--- src/rtl/pwr_halt_pkg.sv ---
package pwr_halt_pkg;
  typedef enum logic [1:0] {
    ST_RUN    = 2'd0,
    ST_HALT   = 2'd1,
    ST_SETTLE = 2'd2
  } seq_state_t;
endpackage

--- src/rtl/port_fall_detect.sv ---
module port_fall_detect #(
  parameter int PORT_W = 8
) (
  input  logic              clk,
  input  logic              rst_n,
  input  logic [PORT_W-1:0] pin,
  input  logic [PORT_W-1:0] en_mask,
  output logic              fall_hit
);
  logic [PORT_W-1:0] bit_fall;

  for (genvar i = 0; i < PORT_W; i++) begin : g_bit
    logic s1_q, s2_q, prev_q;
    // idle level of a port pin is high; reset there so no false edge appears
    always_ff @(posedge clk or negedge rst_n) begin
      if (!rst_n) begin
        s1_q   <= 1'b1;
        s2_q   <= 1'b1;
        prev_q <= 1'b1;
      end else begin
        s1_q   <= pin[i];
        s2_q   <= s1_q;
        prev_q <= s2_q;
      end
    end
    assign bit_fall[i] = prev_q & ~s2_q & en_mask[i];
  end

  assign fall_hit = |bit_fall;

  // a reported edge needs at least one enabled bit
  a_r3_edge_needs_enable: assert property (@(posedge clk) disable iff (!rst_n)
    fall_hit |-> (|en_mask));
endmodule

--- src/rtl/wake_settle_timer.sv ---
module wake_settle_timer #(
  parameter int DELAY_CYC = 1024
) (
  input  logic clk,
  input  logic rst_n,
  input  logic start,
  output logic expire
);
  localparam int CNT_W = (DELAY_CYC > 2) ? $clog2(DELAY_CYC) : 1;
  localparam logic [CNT_W-1:0] LAST = CNT_W'(DELAY_CYC - 1);

  logic [CNT_W-1:0] cnt_q;
  logic             busy_q;

  always_ff @(posedge clk or negedge rst_n) begin
    if (!rst_n) begin
      cnt_q  <= '0;
      busy_q <= 1'b0;
    end else if (start) begin
      cnt_q  <= LAST;
      busy_q <= 1'b1;
    end else if (busy_q) begin
      if (cnt_q == '0) busy_q <= 1'b0;
      else             cnt_q  <= cnt_q - 1'b1;
    end
  end

  assign expire = busy_q && (cnt_q == '0);

  // a new settle never starts while one is running
  a_r4_start_when_idle: assert property (@(posedge clk) disable iff (!rst_n)
    start |-> !busy_q);
  // expiry ends the settle period
  a_r4_expire_ends_busy: assert property (@(posedge clk) disable iff (!rst_n)
    expire |=> !busy_q);
  // count stays inside its load range
  a_r4_cnt_in_range: assert property (@(posedge clk) disable iff (!rst_n)
    busy_q |-> (cnt_q <= LAST));
endmodule

--- src/rtl/halt_seq_fsm.sv ---
module halt_seq_fsm
  import pwr_halt_pkg::*;
(
  input  logic clk,
  input  logic rst_n,
  input  logic halt_req,
  input  logic wdt_clr,
  input  logic wdt_wake,
  input  logic port_fall,
  input  logic settle_done,
  output logic settle_start,
  output logic core_en,
  output logic pdf_flag,
  output logic to_flag,
  output logic wdt_pre_clr,
  output logic resume_pulse,
  output logic restart_pc
);
  seq_state_t st_q;
  logic       cause_wdt_q;
  logic       wake_any;

  assign wake_any     = port_fall | wdt_wake;
  assign settle_start = (st_q == ST_HALT) && wake_any;
  assign core_en      = (st_q == ST_RUN);

  always_ff @(posedge clk or negedge rst_n) begin
    if (!rst_n) begin
      st_q         <= ST_RUN;
      cause_wdt_q  <= 1'b0;
      pdf_flag     <= 1'b0;
      to_flag      <= 1'b0;
      wdt_pre_clr  <= 1'b0;
      resume_pulse <= 1'b0;
      restart_pc   <= 1'b0;
    end else begin
      wdt_pre_clr  <= 1'b0;
      resume_pulse <= 1'b0;
      restart_pc   <= 1'b0;
      unique case (st_q)
        ST_RUN: begin
          if (halt_req) begin
            st_q        <= ST_HALT;
            pdf_flag    <= 1'b1;
            to_flag     <= 1'b0;
            wdt_pre_clr <= 1'b1;
          end else if (wdt_clr) begin
            pdf_flag <= 1'b0;
          end
        end
        ST_HALT: begin
          if (wake_any) begin
            st_q        <= ST_SETTLE;
            cause_wdt_q <= wdt_wake;
            if (wdt_wake) to_flag <= 1'b1;
          end
        end
        ST_SETTLE: begin
          if (settle_done) begin
            st_q         <= ST_RUN;
            resume_pulse <= 1'b1;
            restart_pc   <= cause_wdt_q;
          end
        end
        default: st_q <= ST_RUN;
      endcase
    end
  end

  // halt strobe while running stops the core and updates the flags
  a_r2_halt_entry: assert property (@(posedge clk) disable iff (!rst_n)
    (core_en && halt_req) |=> (!core_en && pdf_flag && !to_flag && wdt_pre_clr));
  // prescaler clear lasts one cycle
  a_r2_pre_clr_single: assert property (@(posedge clk) disable iff (!rst_n)
    wdt_pre_clr |=> !wdt_pre_clr);
  // resume coincides with the enable
  a_r4_resume_runs: assert property (@(posedge clk) disable iff (!rst_n)
    resume_pulse |-> core_en);
  // resume is a single pulse
  a_r4_resume_once: assert property (@(posedge clk) disable iff (!rst_n)
    resume_pulse |=> !resume_pulse);
  // restart indication only appears with resume
  a_r5_restart_with_resume: assert property (@(posedge clk) disable iff (!rst_n)
    restart_pc |-> resume_pulse);
  // watchdog wake while halted marks timeout
  a_r5_wdt_sets_to: assert property (@(posedge clk) disable iff (!rst_n)
    (st_q == ST_HALT && wdt_wake) |=> to_flag);
  // clear while running drops the flag
  a_r6_clr_drops_pdf: assert property (@(posedge clk) disable iff (!rst_n)
    (core_en && wdt_clr && !halt_req) |=> !pdf_flag);
  // settling is not left early, whatever the halt strobe does
  a_r7_settle_holds: assert property (@(posedge clk) disable iff (!rst_n)
    (st_q == ST_SETTLE && !settle_done) |=> (st_q == ST_SETTLE));
  // running without a halt strobe stays running
  a_r9_run_stays: assert property (@(posedge clk) disable iff (!rst_n)
    (core_en && !halt_req) |=> core_en);
endmodule

--- src/rtl/halt_wake_seq.sv ---
module halt_wake_seq #(
  parameter int PORT_W    = 8,
  parameter int DELAY_CYC = 1024
) (
  input  logic              clk,
  input  logic              rst_n,
  input  logic              halt_req,
  input  logic              wdt_clr,
  input  logic              wdt_wake,
  input  logic [PORT_W-1:0] port_in,
  input  logic [PORT_W-1:0] wake_mask,
  output logic              core_en,
  output logic              wdt_pre_clr,
  output logic              pdf_flag,
  output logic              to_flag,
  output logic              resume_pulse,
  output logic              restart_pc
);
  logic port_fall;
  logic settle_start;
  logic settle_done;

  port_fall_detect #(.PORT_W(PORT_W)) u_edge (
    .clk      (clk),
    .rst_n    (rst_n),
    .pin      (port_in),
    .en_mask  (wake_mask),
    .fall_hit (port_fall)
  );

  wake_settle_timer #(.DELAY_CYC(DELAY_CYC)) u_timer (
    .clk    (clk),
    .rst_n  (rst_n),
    .start  (settle_start),
    .expire (settle_done)
  );

  halt_seq_fsm u_fsm (
    .clk          (clk),
    .rst_n        (rst_n),
    .halt_req     (halt_req),
    .wdt_clr      (wdt_clr),
    .wdt_wake     (wdt_wake),
    .port_fall    (port_fall),
    .settle_done  (settle_done),
    .settle_start (settle_start),
    .core_en      (core_en),
    .pdf_flag     (pdf_flag),
    .to_flag      (to_flag),
    .wdt_pre_clr  (wdt_pre_clr),
    .resume_pulse (resume_pulse),
    .restart_pc   (restart_pc)
  );

  // while reset is held the core is enabled
  a_r8_reset_enables: assert property (@(posedge clk)
    !rst_n |-> (core_en && !pdf_flag && !resume_pulse));
endmodule

--- config.mk ---
export PLATFORM = sky130hd
export DESIGN_NAME = halt_wake_seq
export DESIGN_NICKNAME = d
export VERILOG_FILES = /design/src/rtl/pwr_halt_pkg.sv /design/src/rtl/port_fall_detect.sv /design/src/rtl/wake_settle_timer.sv /design/src/rtl/halt_seq_fsm.sv /design/src/rtl/halt_wake_seq.sv
export SDC_FILE = /design/constraint.sdc
export NUM_CORES = 1
export LEC_CHECK = 0
export BUFFER_PORTS_ARGS = -buffer_cell sky130_fd_sc_hd__buf_4
export CORE_MARGIN = 2
export CORE_UTILIZATION = 42
export DETAILED_ROUTE_END_ITERATION = 8
export PLACE_DENSITY = 0.64
export SLEW_MARGIN = 15
export SYNTH_ARGS = -nofsm -noshare
export SYNTH_HDL_FRONTEND = slang
export SYNTH_SLANG_ARGS = --single-unit
--- constraint.sdc ---
create_clock -name clk -period 1.8 [get_ports clk]
set_input_delay 0.36 -clock clk [delete_from_list [all_inputs] [get_ports clk]]
set_output_delay 0.36 -clock clk [all_outputs]
set_load 0.01 [all_outputs]
==> flow_summary_export.csv <==
group,metric,value,unit
run_status,status,"finished clean",
global_routing,met3_usage,4.259,%
synthesis,synth_cells,122,
synthesis,synth_ff_type,"dfstp_2",
timing,fin_ws,42.04,ps
floorplan,die_y,66.14,um
synthesis,synth_top_area_share,38.89,%
timing,whs,46.00,ps
clocking,cts-root-buf,"clkbuf_8",
final_layout,syn_to_final_growth,30.94,%
clocking,htreeDepth,2,
route,drt-vias-per-instance,4.839,
synthesis,syn-num-nets,144,
synthesis,synth_cell_type_count,37,
critical_path,critPathRequiredTime,1960,ps
power_and_ir_drop,leakage,0.9380,nW
clocking,cts.reportedPaths.clkPinSlew,80,ps
critical_path,cp.arrival,1920,ps
floorplan,io_pins,27,
floorplan,num_rows,22,
timing,slew_headroom,66.40,%
timing,post-route-period-util,97.66,%
placed_design,port_buffers,26,
critical_path,critPathCaptureType,"register",
synthesis,ys_ff_latch,43,
global_routing,grt.busiest_layer,"met2",
timing,max_freq,568.8,MHz
synthesis,synthArstFlopShare,100.0,%
final_layout,num_antenna_cells,0,
synthesis,synth-seq-area-share,68.21,%
route,detail_route.wirelength,2828,um
worst_hold_path,hold_path.class,"input pin to asynchronous set/reset pin",
route,drt_pass1_iterations,4,
timing,report.final.setup_viol,0,
power_and_ir_drop,peakVddDrop,0.0004615,V
floorplan,die_x,66.14,um
timing,skew,7.380,ps
global_routing,grt_max_degree,44,
placed_design,place_ws,-29.40,ps
timing,worst_slew_pin_slew,504.0,ps
global_routing,antenna_found_initial,0,
critical_path,timing.rr.start,"u_timer.cnt_q[6]",
critical_path,reg2reg_to,"u_timer.cnt_q[7]",
floorplan,start_util,43.96,%
global_routing,grt_pass1_vias,1012,
synthesis,avgSynthCellArea,13.29,um2
floorplan,core,3689,um2
timing,slew_viol_final,0,
global_routing,grtUsageTotal,14.04,%
clocking,clkLatencyLatePin,280,ps
final_layout,fin_nets,191,
clocking,cts_sinks,43,
clocking,numCtsBuffers,5,
global_routing,met2_usage,22.13,%
floorplan,dieArea,4374,um2
critical_path,worst_setup_path_start_kind,"register",
final_layout,fill_cells,308,
power_and_ir_drop,p_per_area,1202,nW/um2
global_routing,grt.met1_usage,17.62,%
clocking,cts_max_path_buffers,2,
synthesis,synth_edf_count,0,
placed_design,gp_congestion,0.7828,
timing,rsz0062_at_grt,"true",
critical_path,r2r_slack,40,ps
timing,hold_viol,0,
synthesis,synth.cell_area,1622,um2
clocking,cts_hold_buf,0,
route,drt_iter0_drc,48,
synthesis,synth.area.top_cells,"dfstp_2 39%, dfrtp_1 29%, nand2_1 4.6%",
placed_design,dp_hpwl,2013,um
synthesis,synth_warnings,0,
final_layout,drive_above_1_share,48.82,%
route,wl_per_cell,12.97,um
global_routing,grt_pass1_wl,4581,um
clocking,cts_tree,"done",
synthesis,yosys.area.top_type,"dfstp_2",
critical_path,reg2reg_depth,5,
run,max-cap-violations,0,
global_routing,gr-total-overflow,0,
route,antenna_left,0,
critical_path,path_class,"register to register",
timing,fin_crit,1758,ps
route,drc,0,
critical_path,crit_fanout,7,
route,vias,1055,
-- registers in the layout (all words and copies together) (netlist names), 2 cells and up --
signal               flops
u_edge.g_bit.prev_q      8
u_edge.g_bit.s1_q        8
u_edge.g_bit.s2_q        8
u_timer.cnt_q           10
u_fsm.st_q               2
-- cell usage after synthesis, types with 2 or more instances --
library cell,count
nand2_1,20
dfrtp_1,19
dfstp_2,24
nor2_1,5
inv_1,5
or4_1,2
o21ai_0,3
nand3b_1,5
nor2b_1,2
nand3_1,4
o211ai_1,5
nor3_1,2
a21o_1,2
-- cells by family (layout without fill, tap and decap cells) --
group                    Yosys count  count (layout)  synth area share [%]
AO/OA/AOI/OAI                     18              18                 10.19
flip-flops                        43              43                 68.21
adder cells (fa/ha/maj)            1               1                0.7715
buffers and inverters              6              54                 1.852
XOR/XNOR                           2               2                 1.080
AND/OR/NAND/NOR                   52              52                 17.90
-- worst max-delay path by stage --
stage / from / endpoint / slack [ps]
4_1_cts: u_timer.cnt_q[6] / u_timer.cnt_q[3] / 30
3_5_place_dp: u_timer.cnt_q[6] / u_timer.cnt_q[3] / -30
3_3_place_gp: u_timer.cnt_q[6] / u_timer.cnt_q[0] / 30
6_report: u_timer.cnt_q[6] / u_timer.cnt_q[7] / 40
2_1_floorplan: u_timer.cnt_q[6] / u_timer.cnt_q[6] / 40
5_1_grt: u_edge.g_bit[3].s2_q / u_timer.cnt_q[3] / -40
-- through the flow --
stage | instances | util, % | instance area, um2 | TNS, ps | total power [mW]
5_1_grt | 218 | 57.56 | 2123 | -121.6 | 2.716
6_report | 218 | 57.56 | 2123 | 0 | 2.553
3_5_place_dp | 207 | 53.02 | 1956 | -38.32 | 1.799
2_1_floorplan | 122 | - | 1622 | 0 | 1.541
4_1_cts | 215 | 56.41 | 2081 | 0 | 2.556
3_3_place_gp | 207 | 53.02 | 1956 | 0 | 1.782
-- routing by layer --
metal / vias to the layer above / routed length (um)
met5: - / 0
met4: 0 / 51
met3: 5 / 138
met2: 25 / 1342
met1: 499 / 1296
li1: 526 / -
-- cell usage in the layout (no fill, tap or decap), types with 2 or more instances in the layout --
cell type	Yosys	routed
clkbuf_8	0	6
nand2_1	20	20
dfstp_2	24	24
nor2b_1	2	2
o211ai_1	5	5
nand3b_1	5	5
dfrtp_1	19	19
buf_4	0	39
nand3_1	4	4
inv_1	5	5
nor2_1	5	5
a21o_1	2	2
o21ai_0	3	3
-- critical path, stage by stage, from the launching register on --
cell      delay (ps)
dfrtp_1          410
or4_4            540
buf_6            160
o211ai_1         280
or4_2            180
nand3_1           70
-- repair_timing --
action / in CTS / in global routing
buffers inserted: 0 / 2
pin swaps: 2 / 6
resized for setup: 2 / 4
endpoints found under the setup margin: 3 / 10
cloned: 0 / 1
-- final cells by class --
| cell class | instances | area (um2) | share of cell area [%] |
|---|---|---|---|
| clock buffer | 6 | 82.58 | 3.889 |
| inverter | 5 | 18.77 | 0.8839 |
| tap | 48 | 60.06 | 2.829 |
| timing repair buffer | 41 | 309.0 | 14.56 |
| clock inverter | 2 | 35.03 | 1.650 |
| multi-input combinational | 73 | 511.7 | 24.10 |
| sequential | 43 | 1106 | 52.09 |
-- power by group --
| part | internal [mW] | switching, mW |
|---|---|---|
| clock | 0.448 | 0.294 |
| combinational | 0.289 | 0.290 |
| sequential | 1.13 | 0.0960 |
(Power assumes the default switching activity.)
